## config.mk

```make
export PLATFORM = sky130hd
export DESIGN_NAME = reg_rename
export DESIGN_NICKNAME = d
export VERILOG_FILES = /design/src/rtl/rename_pkg.sv /design/src/rtl/rename_map_table.sv /design/src/rtl/rename_free_fifo.sv /design/src/rtl/reg_rename.sv
export SDC_FILE = /design/constraint.sdc
export NUM_CORES = 1
export LEC_CHECK = 0
export ABC_CLOCK_PERIOD_IN_PS = 5900
export BUFFER_PORTS_ARGS = -buffer_cell sky130_fd_sc_hd__clkbuf_2
export CORE_MARGIN = 5
export CORE_UTILIZATION = 43
export CTS_BUF_LIST = sky130_fd_sc_hd__clkbuf_8
export CTS_CLUSTER_DIAMETER = 150
export CTS_CLUSTER_SIZE = 10
export DETAILED_ROUTE_END_ITERATION = 8
export SLEW_MARGIN = 20
export SYNTH_ARGS = -nofsm -noshare
export SYNTH_HDL_FRONTEND = slang
export SYNTH_HIERARCHICAL = 1
export SYNTH_SLANG_ARGS = --single-unit
export TNS_END_PERCENT = 10
```

## constraint.sdc

```tcl
create_clock -name clk -period 5.9 [get_ports clk]
set_clock_uncertainty 0.2 [all_clocks]
set_input_delay 0.885 -clock clk [delete_from_list [all_inputs] [get_ports clk]]
set_output_delay 0.885 -clock clk [all_outputs]
set_load 0.03 [all_outputs]
```

## src/rtl/rename_pkg.sv

```systemverilog
package rename_pkg;
    parameter int unsigned ARCH_REGS_DEF = 8;
    parameter int unsigned PHYS_REGS_DEF = 16;

    function automatic int unsigned wrap_next(input int unsigned idx, input int unsigned depth);
        return (idx == depth - 1) ? 0 : idx + 1;
    endfunction
endpackage

```

## src/rtl/rename_map_table.sv

```systemverilog
module rename_map_table
    import rename_pkg::*;
#(
    parameter int unsigned ARCH_REGS = ARCH_REGS_DEF,
    parameter int unsigned PHYS_REGS = PHYS_REGS_DEF
) (
    input  logic                         clk,
    input  logic                         rst_n,
    input  logic [$clog2(ARCH_REGS)-1:0] rd_a_idx,
    input  logic [$clog2(ARCH_REGS)-1:0] rd_b_idx,
    input  logic [$clog2(ARCH_REGS)-1:0] rd_c_idx,
    output logic [$clog2(PHYS_REGS)-1:0] rd_a_tag,
    output logic [$clog2(PHYS_REGS)-1:0] rd_b_tag,
    output logic [$clog2(PHYS_REGS)-1:0] rd_c_tag,
    input  logic                         wr_en,
    input  logic [$clog2(ARCH_REGS)-1:0] wr_idx,
    input  logic [$clog2(PHYS_REGS)-1:0] wr_tag
);
    localparam int unsigned PW = $clog2(PHYS_REGS);

    typedef struct {
        logic [PW-1:0] ent [ARCH_REGS];
    } map_t;

    map_t st_d, st_q;

    function automatic map_t map_reset();
        map_t m;
        for (int i = 0; i < ARCH_REGS; i++) begin
            m.ent[i] = PW'(i);
        end
        return m;
    endfunction

    // reads see the table before this cycle's write
    assign rd_a_tag = st_q.ent[rd_a_idx];
    assign rd_b_tag = st_q.ent[rd_b_idx];
    assign rd_c_tag = st_q.ent[rd_c_idx];

    always_comb begin
        st_d = st_q;
        if (wr_en) begin
            st_d.ent[wr_idx] = wr_tag;
        end
    end

    always_ff @(posedge clk) begin
        if (!rst_n) begin
            st_q <= map_reset();
        end else begin
            st_q <= st_d;
        end
    end
endmodule

```

## src/rtl/rename_free_fifo.sv

```systemverilog
module rename_free_fifo
    import rename_pkg::*;
#(
    parameter int unsigned ARCH_REGS = ARCH_REGS_DEF,
    parameter int unsigned PHYS_REGS = PHYS_REGS_DEF
) (
    input  logic                         clk,
    input  logic                         rst_n,
    input  logic                         pop,
    input  logic                         push,
    input  logic [$clog2(PHYS_REGS)-1:0] push_tag,
    output logic [$clog2(PHYS_REGS)-1:0] head_tag,
    output logic                         not_empty
);
    localparam int unsigned PW = $clog2(PHYS_REGS);
    localparam int unsigned CW = $clog2(PHYS_REGS + 1);
    localparam int unsigned INIT_FREE = PHYS_REGS - ARCH_REGS;

    typedef struct {
        logic [PW-1:0] slot [PHYS_REGS];
        logic [PW-1:0] head;
        logic [PW-1:0] tail;
        logic [CW-1:0] count;
    } fl_t;

    fl_t  st_d, st_q;
    logic do_pop, do_push;

    function automatic fl_t fl_reset();
        fl_t f;
        for (int i = 0; i < PHYS_REGS; i++) begin
            f.slot[i] = (i < INIT_FREE) ? PW'(i + ARCH_REGS) : '0;
        end
        f.head  = '0;
        f.tail  = PW'(INIT_FREE % PHYS_REGS);
        f.count = CW'(INIT_FREE);
        return f;
    endfunction

    assign not_empty = (st_q.count != '0);
    assign head_tag  = st_q.slot[st_q.head];

    always_comb begin
        st_d    = st_q;
        do_pop  = pop && not_empty;
        do_push = push && ((st_q.count != CW'(PHYS_REGS)) || do_pop);
        if (do_pop) begin
            st_d.head = PW'(wrap_next(int'(st_q.head), PHYS_REGS));
        end
        if (do_push) begin
            st_d.slot[st_q.tail] = push_tag;
            st_d.tail = PW'(wrap_next(int'(st_q.tail), PHYS_REGS));
        end
        st_d.count = st_q.count + CW'(do_push) - CW'(do_pop);
    end

    always_ff @(posedge clk) begin
        if (!rst_n) begin
            st_q <= fl_reset();
        end else begin
            st_q <= st_d;
        end
    end
endmodule

```

## src/rtl/reg_rename.sv

```systemverilog
module reg_rename
    import rename_pkg::*;
#(
    parameter int unsigned ARCH_REGS = ARCH_REGS_DEF,
    parameter int unsigned PHYS_REGS = PHYS_REGS_DEF
) (
    input  logic                         clk,
    input  logic                         rst_n,
    input  logic                         ren_valid,
    output logic                         ren_ready,
    input  logic [$clog2(ARCH_REGS)-1:0] ren_src_a,
    input  logic [$clog2(ARCH_REGS)-1:0] ren_src_b,
    input  logic [$clog2(ARCH_REGS)-1:0] ren_dst,
    output logic [$clog2(PHYS_REGS)-1:0] ren_psrc_a,
    output logic [$clog2(PHYS_REGS)-1:0] ren_psrc_b,
    output logic [$clog2(PHYS_REGS)-1:0] ren_pdst,
    output logic [$clog2(PHYS_REGS)-1:0] ren_pold,
    input  logic                         rel_valid,
    input  logic [$clog2(PHYS_REGS)-1:0] rel_preg
);
    logic fire;

    assign fire = ren_valid && ren_ready;

    rename_map_table #(.ARCH_REGS(ARCH_REGS), .PHYS_REGS(PHYS_REGS)) map_i (
        .clk      (clk),
        .rst_n    (rst_n),
        .rd_a_idx (ren_src_a),
        .rd_b_idx (ren_src_b),
        .rd_c_idx (ren_dst),
        .rd_a_tag (ren_psrc_a),
        .rd_b_tag (ren_psrc_b),
        .rd_c_tag (ren_pold),
        .wr_en    (fire),
        .wr_idx   (ren_dst),
        .wr_tag   (ren_pdst)
    );

    rename_free_fifo #(.ARCH_REGS(ARCH_REGS), .PHYS_REGS(PHYS_REGS)) free_i (
        .clk       (clk),
        .rst_n     (rst_n),
        .pop       (fire),
        .push      (rel_valid),
        .push_tag  (rel_preg),
        .head_tag  (ren_pdst),
        .not_empty (ren_ready)
    );
endmodule

```

==> flow_summary_export.csv <==
group,metric,value,unit
cts,cts_buffers,9,
synth,yosysTopAreaCell,"dfxtp_1",
setup_path,r2r_slack,1.82,ns
sta,drv_slew,0,
floorplan,io_pins,34,
sta,rsz0062_at_grt,"false",
placed_design,gp_congestion,0.779,
sta,max_freq,0.245,GHz
sta,setup_viol,0,
routing,drtPass1Iterations,5,
final_layout,final_layout_size_suffix_gt1_share,19.3,%
routing,drtAntennaViolNets,0,
placed_design,place_area,6190,sq um
sta,finalHoldViolCount,0,
flow_run,maxCapViolCount,0,
setup_path,cp.required,6.00,ns
setup_path,crit_chain,"inv_1 > ha_1 > nor3b_2 > nand2b_1 > and2_1 > nand2b_2 > o21ai_4 > ha_1 > inv_1 > ha_1 > inv_1 > fa_1 > nand2b_1 > a21oi_1 > o21ai_0 > and3b_1",
min_path,hold_end,"free_i/st_q[29]$_SDFFE_PN0P_",
min_path,worstHoldStart,"free_i/st_q[29]$_SDFFE_PN0P_",
routing,wl,12800,um
power_and_ir_drop,powerDensity,263,nW/um^2
setup_path,worstPathMaxFanout,12,
setup_path,critical_path.slowest_cell,"nor3b_2",
sta,tightestPinTransition,0.831,ns
global_route,grt_use_total,16.2,%
sta,period_needed,4.08,ns
global_route,grt_pass1_wl,20800,um
setup_path,worst_ep_arrival_time,4.18,ns
routing,drt-initial-drc-count,172,
floorplan,start_util,43.6,%
placed_design,io_buffer_count,33,
routing,dr_total_vias,3978,
final_layout,synthToLayoutAreaGrowth,6.21,%
synth,yosys-top-cells-count,"dfxtp_1 (109), mux2i_1 (86), nand2_1 (86), nor2b_1 (25), mux4_1 (24)",
setup_path,crit_type,"flip-flop to flip-flop",
synth,synth_most_common_cell,"dfxtp_1",
synth,synth-edff-count,0,
global_route,overflow,0,
sta,timing.final.ws_setup,1.82,ns
routing,wire_per_inst,17.8,um
routing,drc,0,
floorplan,dieArea,16400,sq um
final_layout,design_area,6370,sq um
synth,async_flop_share,0,%
sta,tns,0,ns
cts,clk_pin_slew,0.11,ns
sta,finalCritPeriodShare,69.2,%
sta,slew_headroom,43.8,%
floorplan,num_rows,43,
setup_path,end_kind,"flip-flop",
setup_path,cp-start-kind,"flip-flop",
cts,cts_hold_buf,0,
sta,fin_hold_ws,0.260,ns
cts,cts_tree,"yes",
routing,wl_met2,6050,um
cts,post_cts_buffers,0,
floorplan,core_area,13800,sq um
routing,top_layer_used,"met4",
cts,cts_resized,0,
final_layout,diodes,0,
synth,synth_nets,559,
cts,clk_latency,0.39,ns
synth,synth-seq-cells,109,
setup_path,r2r-start,"free_i/st_q[3]$_SDFF_PN1_",
placed_design,dp_slack,1.82,ns
setup_path,worstRegToRegCells,16,
setup_path,timing.rr.end,"free_i/st_q[4]$_SDFF_PN0_",
routing,wl_met3,507,um
cts,cts.htree.levels,3,
synth,synthCells,530,
setup_path,max_stage_delay,0.59,ns
routing,wl_met1,6030,um
min_path,hold_depth,2,
cts,cts_sinks,109,
floorplan,die_y,128,um
cts,clockBufferDepth,2,
synth,ys_seq_area_share,36.4,%
final_layout,fin_nets,564,
cts,cts-root-buf,"clkbuf_8",
placed_design,place_hpwl,8980,um
synth,syn_area_per_cell,11.3,sq um
power_and_ir_drop,peakVddDrop,152,uV
global_route,grt_max_degree,118,
floorplan,die_width,128,um
global_route,first_global_vias,3939,
synth,synthFlopType,"dfxtp_1",
synth,yosysWarnings,6,
synth,synth.top_cell.area_share,36.4,%
min_path,hold_path.class,"flip-flop to flip-flop",
power_and_ir_drop,p_leak,0.00241,uW
synth,synth_area_leaders,"dfxtp_1 (36%), mux2i_1 (14%), mux4_1 (11%)",
routing,routed_via_density,5.53,
synth,yosysUniqueCellTypes,47,
run_status,status,"completed",
synth,netlist_area,6000,sq um
global_route,grt_antenna_before_repair,0,
[metal layers]
| layer | vias up | global-route usage [%] |
|---|---|---|
| met5 | - | 0 |
| met4 | 0 | 4.99 |
| met3 | 14 | 3.58 |
| met2 | 55 | 26.7 |
| met1 | 1967 | 21.4 |
| li1 | 1942 | - |
[per-stage QoR]
stage | std cells | util (%) | total power (uW)
6_report | 720 | 46.3 | 1670
5_1_grt | 720 | 46.3 | 1770
4_1_cts | 720 | 46.2 | 1700
3_5_place_dp | 704 | 44.9 | 1260
2_1_floorplan | 530 | - | 1180
3_3_place_gp | 704 | 44.9 | 1250
[flip-flops by register name (all words and copies together), names as in the netlist]
| name | flops |
|---|---|
| free_i/st_q | 77 |
| map_i/st_q | 32 |
[worst max-delay path by stage]
stage                                          from                   endpoint  slack [ns]  cells past startpoint
after floorplan           free_i/st_q[3]$_SDFF_PN1_  free_i/st_q[4]$_SDFF_PN0_        1.98                     16
after global placement    free_i/st_q[3]$_SDFF_PN1_  free_i/st_q[4]$_SDFF_PN0_        1.99                     16
after detailed placement  free_i/st_q[3]$_SDFF_PN1_  free_i/st_q[4]$_SDFF_PN0_        1.82                     16
after CTS                 free_i/st_q[3]$_SDFF_PN1_  free_i/st_q[4]$_SDFF_PN0_        1.77                     16
after global routing      free_i/st_q[3]$_SDFF_PN1_  free_i/st_q[4]$_SDFF_PN0_        1.51                     16
final                     free_i/st_q[3]$_SDFF_PN1_  free_i/st_q[4]$_SDFF_PN0_        1.82                     16
[cell families (layout without fill, tap and decap cells)]
| family | count (synthesis) | after routing | share of synthesized area (%) |
|---|---|---|---|
| buffers and inverters | 54 | 64 | 4.67 |
| XOR/XNOR | 4 | 4 | 0.584 |
| flip-flops | 109 | 109 | 36.4 |
| adder cells (fa/ha/maj) | 12 | 12 | 2.63 |
| AO/OA/AOI/OAI | 42 | 42 | 6.47 |
| AND/OR/NAND/NOR | 171 | 171 | 16.2 |
| multiplexers | 138 | 138 | 33.1 |
[cells in the final DEF (no fill, tap or decap), drive strengths merged, types with 2 or more instances in the layout]
cell type / n
a2111oi: 4
a21boi: 2
a21oi: 3
a22oi: 4
a311o: 2
and2: 9
buf: 5
clkbuf: 41
dfxtp: 109
ha: 11
inv: 16
mux2: 12
mux2i: 86
mux4: 40
nand2: 86
nand2b: 4
nand3: 21
nand4b: 3
nor2: 3
nor2b: 26
nor3: 9
nor4bb: 3
o211ai: 7
o21ai: 17
xnor2: 4
[worst max-delay path, delay by kind of cell, from the launching register on]
kind	cells	cell delay, ns
AO/OA/AOI/OAI	3	0.54
adder cells (fa/ha/maj)	4	0.95
buffers and inverters	3	0.19
flip-flops	1	0.33
AND/OR/NAND/NOR	6	1.77
[final cells by class]
class	instances	area (sq um)
clock inverter	7	55.1
clock buffer	9	124
fill	1286	7400
sequential	109	2180
timing repair buffer	37	201
inverter	11	41.3
multi-input combinational	367	3540
tap	180	225
[power breakdown]
part           leakage (uW)  internal, uW  switching (uW)
clock network     0.0000924           159             272
registers          0.000884           771            46.2
logic               0.00144           176             248
(Power assumes the default switching activity.)
